===== src/rtl/pmx_pkg.sv =====
`timescale 1ns/1ps
package pmx_pkg;

    typedef enum logic [3:0] {
        OP_AVGB  = 4'd0,
        OP_AVGW  = 4'd1,
        OP_SAD   = 4'd2,
        OP_MAXSW = 4'd3,
        OP_MINSW = 4'd4,
        OP_MAXUB = 4'd5,
        OP_MINUB = 4'd6,
        OP_MULHU = 4'd7,
        OP_MSKB  = 4'd8,
        OP_SHUFW = 4'd9,
        OP_EXTRW = 4'd10,
        OP_INSRW = 4'd11
    } pmx_op_e;

    typedef struct packed {
        logic        valid;
        logic [63:0] res;
        logic [31:0] scal;
    } pmx_out_t;

endpackage


===== src/rtl/pmx_lane_unit.sv =====
`timescale 1ns/1ps
module pmx_lane_unit #(
    parameter int DATA_W = 64
) (
    input  logic [DATA_W-1:0] a,
    input  logic [DATA_W-1:0] b,
    output logic [DATA_W-1:0] avgb,
    output logic [DATA_W-1:0] avgw,
    output logic [DATA_W-1:0] maxsw,
    output logic [DATA_W-1:0] minsw,
    output logic [DATA_W-1:0] maxub,
    output logic [DATA_W-1:0] minub,
    output logic [DATA_W-1:0] mulhu
);
    localparam int BYTES = DATA_W / 8;
    localparam int WORDS = DATA_W / 16;

    for (genvar i = 0; i < BYTES; i++) begin : g_byte
        logic [7:0] ab, bb;
        logic [8:0] sum9;
        assign ab   = a[8*i +: 8];
        assign bb   = b[8*i +: 8];
        assign sum9 = {1'b0, ab} + {1'b0, bb} + 9'd1;
        assign avgb[8*i +: 8]  = sum9[8:1];
        assign maxub[8*i +: 8] = (ab > bb) ? ab : bb;
        assign minub[8*i +: 8] = (ab < bb) ? ab : bb;
    end

    for (genvar j = 0; j < WORDS; j++) begin : g_word
        logic [15:0] aw, bw;
        logic [16:0] sum17;
        assign aw    = a[16*j +: 16];
        assign bw    = b[16*j +: 16];
        assign sum17 = {1'b0, aw} + {1'b0, bw} + 17'd1;
        assign avgw[16*j +: 16]  = sum17[16:1];
        assign maxsw[16*j +: 16] = ($signed(aw) > $signed(bw)) ? aw : bw;
        assign minsw[16*j +: 16] = ($signed(aw) < $signed(bw)) ? aw : bw;
        assign mulhu[16*j +: 16] = 16'(({16'd0, aw} * {16'd0, bw}) >> 16);
    end
endmodule


===== src/rtl/pmx_reduce_unit.sv =====
`timescale 1ns/1ps
module pmx_reduce_unit #(
    parameter int DATA_W = 64
) (
    input  logic [DATA_W-1:0] a,
    input  logic [DATA_W-1:0] b,
    output logic [DATA_W-1:0] sad,
    output logic [31:0]       mask
);
    localparam int BYTES = DATA_W / 8;
    localparam int SUM_W = $clog2(BYTES * 255 + 1);

    logic [SUM_W-1:0] acc;

    always_comb begin
        acc = '0;
        for (int i = 0; i < BYTES; i++) begin
            if (a[8*i +: 8] > b[8*i +: 8])
                acc = acc + SUM_W'(a[8*i +: 8] - b[8*i +: 8]);
            else
                acc = acc + SUM_W'(b[8*i +: 8] - a[8*i +: 8]);
        end
    end

    assign sad = DATA_W'(acc);

    always_comb begin
        mask = '0;
        for (int i = 0; i < BYTES; i++)
            mask[i] = a[8*i + 7];
    end
endmodule


===== src/rtl/pmx_permute_unit.sv =====
`timescale 1ns/1ps
module pmx_permute_unit #(
    parameter int DATA_W = 64
) (
    input  logic [DATA_W-1:0] a,
    input  logic [15:0]       ins_word,
    input  logic [7:0]        imm,
    output logic [DATA_W-1:0] shuf,
    output logic [DATA_W-1:0] ins,
    output logic [31:0]       ext
);
    localparam int WORDS = DATA_W / 16;
    localparam int SEL_W = $clog2(WORDS);

    logic [SEL_W-1:0] lane;
    assign lane = imm[SEL_W-1:0];

    for (genvar i = 0; i < WORDS; i++) begin : g_dst
        logic [SEL_W-1:0] pick;
        assign pick = imm[SEL_W*i +: SEL_W];
        assign shuf[16*i +: 16] = a[16*pick +: 16];
        assign ins[16*i +: 16]  = (lane == SEL_W'(i)) ? ins_word : a[16*i +: 16];
    end

    assign ext = {16'd0, a[16*lane +: 16]};
endmodule


===== src/rtl/pmx_alu64.sv =====
`timescale 1ns/1ps
module pmx_alu64
    import pmx_pkg::*;
#(
    parameter int DATA_W = 64
) (
    input  logic              clk,
    input  logic              rst_n,
    input  logic              in_valid,
    input  logic [3:0]        op,
    input  logic [DATA_W-1:0] src_a,
    input  logic [DATA_W-1:0] src_b,
    input  logic [7:0]        imm,
    output logic              out_valid,
    output logic [DATA_W-1:0] res,
    output logic [31:0]       scalar
);
    logic [DATA_W-1:0] avgb, avgw, maxsw, minsw, maxub, minub, mulhu;
    logic [DATA_W-1:0] sad, shuf, ins;
    logic [31:0]       mask, ext;

    pmx_lane_unit #(.DATA_W(DATA_W)) u_lane (
        .a(src_a), .b(src_b), .avgb(avgb), .avgw(avgw), .maxsw(maxsw),
        .minsw(minsw), .maxub(maxub), .minub(minub), .mulhu(mulhu)
    );

    pmx_reduce_unit #(.DATA_W(DATA_W)) u_reduce (
        .a(src_a), .b(src_b), .sad(sad), .mask(mask)
    );

    pmx_permute_unit #(.DATA_W(DATA_W)) u_perm (
        .a(src_a), .ins_word(src_b[15:0]), .imm(imm),
        .shuf(shuf), .ins(ins), .ext(ext)
    );

    pmx_out_t out_d, out_q;

    always_comb begin
        out_d       = out_q;
        out_d.valid = in_valid;
        if (in_valid) begin
            out_d.res  = '0;
            out_d.scal = '0;
            case (pmx_op_e'(op))
                OP_AVGB:  out_d.res  = avgb;
                OP_AVGW:  out_d.res  = avgw;
                OP_SAD:   out_d.res  = sad;
                OP_MAXSW: out_d.res  = maxsw;
                OP_MINSW: out_d.res  = minsw;
                OP_MAXUB: out_d.res  = maxub;
                OP_MINUB: out_d.res  = minub;
                OP_MULHU: out_d.res  = mulhu;
                OP_MSKB:  out_d.scal = mask;
                OP_SHUFW: out_d.res  = shuf;
                OP_EXTRW: out_d.scal = ext;
                OP_INSRW: out_d.res  = ins;
                default: ;
            endcase
        end
    end

    always_ff @(posedge clk or negedge rst_n) begin
        if (!rst_n) out_q <= '0;
        else        out_q <= out_d;
    end

    assign out_valid = out_q.valid;
    assign res       = out_q.res;
    assign scalar    = out_q.scal;


    valid_follow_chk: assert property (@(posedge clk) disable iff (!rst_n)
        in_valid |=> out_valid);

    valid_drop_chk: assert property (@(posedge clk) disable iff (!rst_n)
        !in_valid |=> !out_valid);

    idle_hold_chk: assert property (@(posedge clk) disable iff (!rst_n)
        !in_valid |=> ($stable(res) && $stable(scalar)));

    sad_upper_zero_chk: assert property (@(posedge clk) disable iff (!rst_n)
        (in_valid && op == OP_SAD) |=> (res[DATA_W-1:16] == '0 && scalar == '0));

    mask_width_chk: assert property (@(posedge clk) disable iff (!rst_n)
        (in_valid && op == OP_MSKB) |=> (scalar[31:8] == '0 && res == '0));

    extract_zext_chk: assert property (@(posedge clk) disable iff (!rst_n)
        (in_valid && op == OP_EXTRW) |=> (scalar[31:16] == '0 && res == '0));
endmodule


===== config.mk =====
export PLATFORM = sky130hd
export DESIGN_NAME = pmx_alu64
export DESIGN_NICKNAME = d
export VERILOG_FILES = /design/src/rtl/pmx_pkg.sv /design/src/rtl/pmx_lane_unit.sv /design/src/rtl/pmx_reduce_unit.sv /design/src/rtl/pmx_permute_unit.sv /design/src/rtl/pmx_alu64.sv
export SDC_FILE = /design/constraint.sdc
export NUM_CORES = 2
export LEC_CHECK = 0
export CAP_MARGIN = 20
export CORE_MARGIN = 4
export CORE_UTILIZATION = 35
export CTS_CLUSTER_DIAMETER = 50
export DETAILED_ROUTE_END_ITERATION = 10
export PLACE_DENSITY = 0.51
export SLEW_MARGIN = 40
export SYNTH_ARGS = -nofsm -noshare
export SYNTH_HDL_FRONTEND = slang
export SYNTH_SLANG_ARGS = --single-unit

===== constraint.sdc =====
create_clock -name clk -period 1.9 [get_ports clk]
set_input_delay 0.57 -clock clk [delete_from_list [all_inputs] [get_ports clk]]
set_output_delay 0.57 -clock clk [all_outputs]
set_load 0.05 [all_outputs]

# == Word level (Yosys, flattened, before mapping) ==
# Cells that the tools add are included.
# word_totals
register_bits,97
input_bits,143
output_inout_bits,97
wordCells,143
# op_classes
addsub,54
multipliers,4
n_lt_le_gt_ge,24
n_eq_ne,14
shifts,4
mux,38
reduce_logical,2
# ops
operator,count
64-bit case mux with 10 select lines,1
64-bit by 7-bit variable part select with 16-bit output,4
16-bit 2-to-1 mux,12
11-bit adder,14
8-bit by 8-bit subtractor with 9-bit output,16
16-bit by 16-bit multiplier with 32-bit output,4
8-bit 2-to-1 mux,16
11-bit 2-to-1 mux,8
8-bit by 8-bit adder with 9-bit output,8
"9-bit by 1-bit adder with 9-bit output, second input constant",8
16-bit by 16-bit adder with 17-bit output,4
"17-bit by 1-bit adder with 17-bit output, second input constant",4
16-bit > comparator,4
8-bit > comparator,8
16-bit < comparator,4
8-bit < comparator,8
16-bit case mux with 2 select lines,1
"4-bit by 3-bit == test with 1-bit output, second input constant",4
"4-bit == test, second input constant",4
"4-bit by 2-bit == test with 1-bit output, second input constant",2
"2-bit == test, second input constant",2
"4-bit by 1-bit == test with 1-bit output, second input constant",1
4-bit zero test,1
"2-bit by 1-bit == test with 1-bit output, second input constant",1
2-bit zero test,1

# == Depth between registers and ports, before layout ==
# logic_depth
depth_word,17
mapped_depth,46
ltp_nobuf,43

# == By module ==
# From an unflattened synthesis, not the netlist that was laid out.
# unflattened
cells_unflattened,7123
hier_area_um2,60072.6
# modules_own_cells
mod,instances,cells_per_inst,area_each_um2,seq_area_each_um2
pmx_lane_unit,1,4767,39751.9,0.0
pmx_alu64,1,994,8846.0,2427.3
pmx_reduce_unit,1,1175,8804.7,0.0
pmx_permute_unit,1,187,2670.1,0.0

# == Worst setup path after synthesis ==
# No wires, ideal clock.
# synth_timing
path_type,input port to flip-flop
start,in src_a[1]
end,"reg out_q, in the netlist res[10]"
setup_time_ns,0.133
arrival_time_ns,8.964
t_required_ns,1.767
slack_ns,-7.197
cell_stages,38
n_path_buf,2
cell_sequence,clkbuf_1 -> clkinv_1 -> ha_1 -> a21oi_1 -> o21bai_1 -> a21oi_1 -> o21ai_0 -> a21o_1 -> a21oi_1 -> nor2_1 -> buf_1 -> mux2_2 -> fa_1 -> fa_1 -> fa_1 -> ha_1 -> a21o_1 -> a21oi_1 -> [... 2 more ...] -> o21ai_0 -> a21oi_1 -> xnor2_1 -> ha_1 -> nor2_1 -> or3_1 -> xnor2_1 -> ha_1 -> a21oi_1 -> xnor2_1 -> ha_1 -> a21oi_1 -> o21ai_0 -> xnor2_1 -> xnor3_1 -> xnor3_1 -> a221oi_2 -> a21oi_2
# synth_between
elab_chain_len,17
elab_cells_between_ends,33
classes_between,add/sub: 18; mul: 1; order compare: 3; mux: 11
# synth_rtl
item,line,text
from (decl),pmx_alu64.sv:11,"input logic [DATA_W-1:0] src_a,"
"8-bit by 8-bit subtractor with 9-bit output, or another cell as far along",pmx_reduce_unit.sv:21,acc = acc + SUM_W'(b[8*i +: 8] - a[8*i +: 8]);
11-bit 2-to-1 mux,pmx_reduce_unit.sv:18,if (a[8*i +: 8] > b[8*i +: 8])
11-bit adder (on tied branches),"pmx_reduce_unit.sv:21, pmx_reduce_unit.sv:19",
11-bit 2-to-1 mux,pmx_reduce_unit.sv:18,
11-bit adder (on tied branches),"pmx_reduce_unit.sv:21, pmx_reduce_unit.sv:19",
11-bit 2-to-1 mux,pmx_reduce_unit.sv:18,
11-bit adder (on tied branches),"pmx_reduce_unit.sv:21, pmx_reduce_unit.sv:19",
11-bit 2-to-1 mux,pmx_reduce_unit.sv:18,
11-bit adder (on tied branches),"pmx_reduce_unit.sv:21, pmx_reduce_unit.sv:19",
11-bit 2-to-1 mux,pmx_reduce_unit.sv:18,
11-bit adder (on tied branches),"pmx_reduce_unit.sv:21, pmx_reduce_unit.sv:19",
11-bit 2-to-1 mux,pmx_reduce_unit.sv:18,
11-bit adder (on tied branches),"pmx_reduce_unit.sv:21, pmx_reduce_unit.sv:19",
11-bit 2-to-1 mux,pmx_reduce_unit.sv:18,
11-bit adder (on tied branches),"pmx_reduce_unit.sv:21, pmx_reduce_unit.sv:19",
11-bit 2-to-1 mux,pmx_reduce_unit.sv:18,
64-bit case mux with 10 select lines (*),pmx_alu64.sv:44,case (pmx_op_e'(op))
to (signal assigned),pmx_alu64.sv:64,else out_q <= out_d;
to (decl),pmx_alu64.sv:36,"pmx_out_t out_d, out_q;"
# Mark *: on every way between the ends. The rest lies on a longest branch, timed or not.
# A chain may end at the register's enable or synchronous reset.

# == Worst setup path after layout ==
# layout_timing
start,in src_b[13]
end,"reg out_q, in the netlist res[10]"
# layout_between
elab_chain_len,16
elab_cells_between_ends,33
classes_between,add/sub: 16; mul: 1; order compare: 4; mux: 12
# layout_rtl
item,line,text
from (decl),pmx_alu64.sv:12,"input logic [DATA_W-1:0] src_b,"
8-bit by 8-bit subtractor with 9-bit output (on tied branches),"pmx_reduce_unit.sv:21, pmx_reduce_unit.sv:19",
11-bit adder (on tied branches),"pmx_reduce_unit.sv:21, pmx_reduce_unit.sv:19",
11-bit 2-to-1 mux,pmx_reduce_unit.sv:18,
11-bit adder (on tied branches),"pmx_reduce_unit.sv:21, pmx_reduce_unit.sv:19",
11-bit 2-to-1 mux,pmx_reduce_unit.sv:18,
11-bit adder (on tied branches),"pmx_reduce_unit.sv:21, pmx_reduce_unit.sv:19",
11-bit 2-to-1 mux,pmx_reduce_unit.sv:18,
11-bit adder (on tied branches),"pmx_reduce_unit.sv:21, pmx_reduce_unit.sv:19",
11-bit 2-to-1 mux,pmx_reduce_unit.sv:18,
11-bit adder (on tied branches),"pmx_reduce_unit.sv:21, pmx_reduce_unit.sv:19",
11-bit 2-to-1 mux,pmx_reduce_unit.sv:18,
11-bit adder (on tied branches),"pmx_reduce_unit.sv:21, pmx_reduce_unit.sv:19",
11-bit 2-to-1 mux,pmx_reduce_unit.sv:18,
11-bit adder (on tied branches),"pmx_reduce_unit.sv:21, pmx_reduce_unit.sv:19",
11-bit 2-to-1 mux,pmx_reduce_unit.sv:18,
64-bit case mux with 10 select lines (*),pmx_alu64.sv:44,
# Marked as above.

==> impl_metrics.prom <==
# TYPE chip_impl_metric gauge
chip_impl_info{name="outcome",value="finished with violations"} 1
chip_impl_info{name="failed_checks",value="negative setup slack"} 1
chip_impl_metric{name="max_stage_delay",unit="ps"} 590
chip_impl_metric{name="route.detailed.drc",unit=""} 0
chip_impl_info{name="tritoncts",value="done"} 1
chip_impl_metric{name="final_antenna_net_count",unit=""} 0
chip_impl_info{name="timing_worst_setup_path_type",value="primary input to flop"} 1
chip_impl_metric{name="global_route.usage.total",unit="%"} 31.6
chip_impl_metric{name="nFillCells",unit=""} 13636
chip_impl_metric{name="gp_congestion",unit=""} 0.988
chip_impl_metric{name="worst_clock_skew",unit="ps"} 0
chip_impl_info{name="post_synthesis_cell_type_with_the_largest_combined_area",value="sky130_fd_sc_hd__fa_1"} 1
chip_impl_metric{name="global_route_congestion_overflow_total",unit=""} 0
chip_impl_metric{name="postRouteWirelength",unit="um"} 236000
chip_impl_metric{name="place_ws",unit="ps"} -7330
chip_impl_metric{name="cts.sinks",unit=""} 81
chip_impl_metric{name="worst_slack",unit="ps"} -6300
chip_impl_metric{name="finish.net_count",unit=""} 9263
chip_impl_metric{name="dieHeight",unit="um"} 386
chip_impl_metric{name="synth.avg_cell_area",unit="sq um"} 8.29
chip_impl_metric{name="drtIter0Drc",unit=""} 4350
chip_impl_metric{name="pin_count",unit=""} 240
chip_impl_metric{name="portBuffers",unit=""} 223
chip_impl_info{name="synth_common_cells",value="sky130_fd_sc_hd__inv_1, sky130_fd_sc_hd__fa_1, sky130_fd_sc_hd__nand2_1"} 1
chip_impl_info{name="critical-path-slowest-cell",value="sky130_fd_sc_hd__fa_2"} 1
chip_impl_metric{name="number_of_failing_setup_endpoints_in_the_final_timing_report",unit=""} 68
chip_impl_metric{name="worst_ep_arrival_time",unit="ps"} 8540
chip_impl_metric{name="synth-edff-count",unit=""} 0
chip_impl_metric{name="grt_first_pass_wirelength",unit="um"} 348000
chip_impl_info{name="critical_path.endpoint_type",value="flop"} 1
chip_impl_metric{name="worst_pin_slew",unit="ps"} 682
chip_impl_metric{name="ctsHtreeMaxLevel",unit=""} 3
chip_impl_metric{name="row_count",unit=""} 138
chip_impl_metric{name="first_global_vias",unit=""} 52765
chip_impl_metric{name="initial_core_util",unit="%"} 35.3
chip_impl_info{name="synth.area.top_cells",value="sky130_fd_sc_hd__fa_1, sky130_fd_sc_hd__ha_1, sky130_fd_sc_hd__inv_1, sky130_fd_sc_hd__nand2_1, sky130_fd_sc_hd__dfrtp_1"} 1
chip_impl_metric{name="report.final.hold_viol_count",unit=""} 0
chip_impl_metric{name="yosysWarningCount",unit=""} 0
chip_impl_metric{name="r2r_slack",unit="ps"} 190
chip_impl_metric{name="max_cap_violations",unit=""} 0
chip_impl_metric{name="mappedNetlistArea",unit="sq um"} 50100
chip_impl_metric{name="yosys_register_bits",unit=""} 81
chip_impl_metric{name="cts.clk_slew.worst_paths",unit="ps"} 80
chip_impl_metric{name="cts-buffers-inserted",unit=""} 9
chip_impl_metric{name="fp.coreArea",unit="sq um"} 142000
chip_impl_metric{name="min_period_over_period",unit="%"} 431
chip_impl_metric{name="achievable-frequency",unit="MHz"} 122
chip_impl_metric{name="area_growth",unit="%"} 45.3
chip_impl_metric{name="drt-wirelength-per-cell",unit="um"} 24.8
chip_impl_metric{name="fraction_of_final_layout_cells_sized_beyond_drive_strength_1",unit="%"} 34.1
chip_impl_metric{name="synthCells",unit=""} 6038
chip_impl_info{name="yosysMostFrequentCell",value="sky130_fd_sc_hd__inv_1"} 1
chip_impl_metric{name="via_count",unit=""} 50513
chip_impl_metric{name="clock_insertion_delay_worst_skew",unit="ps"} 450
chip_impl_metric{name="drt-vias-per-instance",unit=""} 5.29
chip_impl_metric{name="maximum_number_of_buffers_from_clock_root_to_sink",unit=""} 2
chip_impl_metric{name="largest_net_degree_at_the_start_of_global_routing",unit=""} 28
chip_impl_info{name="cts-root-buf",value="sky130_fd_sc_hd__clkbuf_16"} 1
chip_impl_metric{name="dr.pass1.iters",unit=""} 9
chip_impl_metric{name="detailedPlacementHpwl",unit="um"} 197000
chip_impl_metric{name="sequential_to_total_area_share_from_yosys_stat",unit="%"} 4.05
chip_impl_metric{name="final.min_clock_period",unit="ps"} 8200
chip_impl_metric{name="worstPathMaxFanout",unit=""} 5
chip_impl_metric{name="die_span_x",unit="um"} 386
chip_impl_info{name="unrepaired_setup_endpoints_after_global_routing",value="true"} 1
chip_impl_metric{name="async_reset_ff_share",unit="%"} 100
chip_impl_info{name="ys_dominant_reg_cell",value="sky130_fd_sc_hd__dfrtp_1"} 1
chip_impl_info{name="startpoint_type",value="primary input"} 1
chip_impl_metric{name="initial_antenna_violation_count",unit=""} 8
chip_impl_info{name="worst_path_most_repeated_cell",value="sky130_fd_sc_hd__a21oi_2"} 1
chip_impl_metric{name="synth_largest_type_area_fraction",unit="%"} 32.1
chip_impl_metric{name="finalMaxSlewViolations",unit=""} 0
chip_impl_info{name="hold_class",value="primary input to async pin"} 1
chip_impl_metric{name="cp_data_required_time",unit="ps"} 2240
chip_impl_metric{name="netlist-cell-type-count",unit=""} 106
chip_impl_metric{name="area_of_the_die",unit="sq um"} 149000
chip_impl_metric{name="timing.max_slew.rel_slack",unit="%"} 54.0
[critical path, delay by kind of cell]
kind | cells | cell delay [ps]
AO/OA/AOI/OAI | 11 | 1910
XOR/XNOR | 7 | 1230
adder cells (fa/ha/maj) | 8 | 2760
buffers and inverters | 6 | 570
multiplexers | 1 | 350
AND/OR/NAND/NOR | 4 | 1130
[metrics by stage]
step                hold WS (ps)  TNS, ps  cells  cell area (sq um)  util (%)
finish                      68.5  -282230   9543              72800      51.3
global route                59.9  -294700   9540              72800      51.3
CTS                         38.4  -278600   9484              71200      50.2
detailed placement           535  -367700   9299              66500      46.9
global placement             535  -367630   9299              66500      46.9
floorplan                    274  -263510   6053              51700         -
[area by class of cell]
cell class / count / area [sq um] / share of cell area (%)
Antenna cell: 4 / 10.0 / 0.0138
Clock inverter: 6 / 90.1 / 0.124
Inverter: 1180 / 4540 / 6.23
Tap cell: 1890 / 2360 / 3.25
Clock buffer: 10 / 239 / 0.328
Timing Repair Buffer: 1899 / 17700 / 24.3
Multi-Input combinational cell: 4473 / 45800 / 62.9
Sequential cell: 81 / 2030 / 2.79
[what timing repair did]
item / in CTS / in global routing
setup endpoints to repair: 80 / 80
hold buffers: 0 / 0
buffers inserted: 173 / 73
hold endpoints to repair: 0 / 0
pin swaps: 304 / 229
gates cloned: 4 / 0
gates resized for setup: 1068 / 331
[cells by family after synthesis]
logic type / synth area share (%)
simple gates: 12.8
buf+inv: 11.5
fa+ha+maj: 48.9
compound gates: 14.1
xor+xnor: 4.27
mux: 4.39
flops: 4.05
other cells: 0.00749
[flip-flops by register name, summed over array words and instances (netlist names)]
register,count
res,64
scalar,16
out_valid,1
[placed cells by master (no fill, tap or decap), types with 25 or more instances in the layout]
cell                       netlist  final
sky130_fd_sc_hd__a21o_1         65     64
sky130_fd_sc_hd__a21oi_1       287    224
sky130_fd_sc_hd__a21oi_2         2     51
sky130_fd_sc_hd__a221o_1        44     44
sky130_fd_sc_hd__a221oi_1       59     39
sky130_fd_sc_hd__a222oi_1       27     27
sky130_fd_sc_hd__a31oi_1        33     28
sky130_fd_sc_hd__buf_12          0    192
sky130_fd_sc_hd__buf_2          24     29
sky130_fd_sc_hd__buf_4          22   1395
sky130_fd_sc_hd__buf_6           1    177
sky130_fd_sc_hd__dfrtp_1        81     81
sky130_fd_sc_hd__fa_1          803    764
sky130_fd_sc_hd__fa_2            0     39
sky130_fd_sc_hd__ha_1          673    583
sky130_fd_sc_hd__ha_4            0     74
sky130_fd_sc_hd__inv_1        1151   1056
sky130_fd_sc_hd__inv_2           8     87
sky130_fd_sc_hd__mux2i_1        49     44
sky130_fd_sc_hd__mux4_2         64     64
sky130_fd_sc_hd__nand2_1       796    722
sky130_fd_sc_hd__nand2_2         2     54
sky130_fd_sc_hd__nand2b_1       28     25
sky130_fd_sc_hd__nand3_1        32     27
sky130_fd_sc_hd__nor2_1        528    473
sky130_fd_sc_hd__nor2_2          2     40
sky130_fd_sc_hd__nor2b_1        37     31
sky130_fd_sc_hd__nor3_1         40     30
sky130_fd_sc_hd__o21ai_0       203    162
sky130_fd_sc_hd__o21ai_1        24     43
sky130_fd_sc_hd__o21bai_1       46     39
sky130_fd_sc_hd__xnor2_1       168    126
sky130_fd_sc_hd__xnor2_2         0     35
sky130_fd_sc_hd__xor2_1         71     56
[layer usage]
layer / global-route usage [%] / wire [um]
met3: 6.42 / 20300
met5: 0 / 39
met4: 11.9 / 10900
met1: 42.5 / 99100
met2: 50.3 / 106000
[final timing paths]
check,startpoint,endpoint,depth (start not counted)
max,src_b[13],res[10],37
max in group asynchronous,rst_n,res[28],2
min reg2reg,res[51],res[51],1
max reg2reg,res[30],res[30],7
min in group clk,src_b[36],res[36],3
min,rst_n,res[8],1
Power is not shown: default switching activity piles up to over one toggle a cycle in this logic, so the estimate is an artifact.
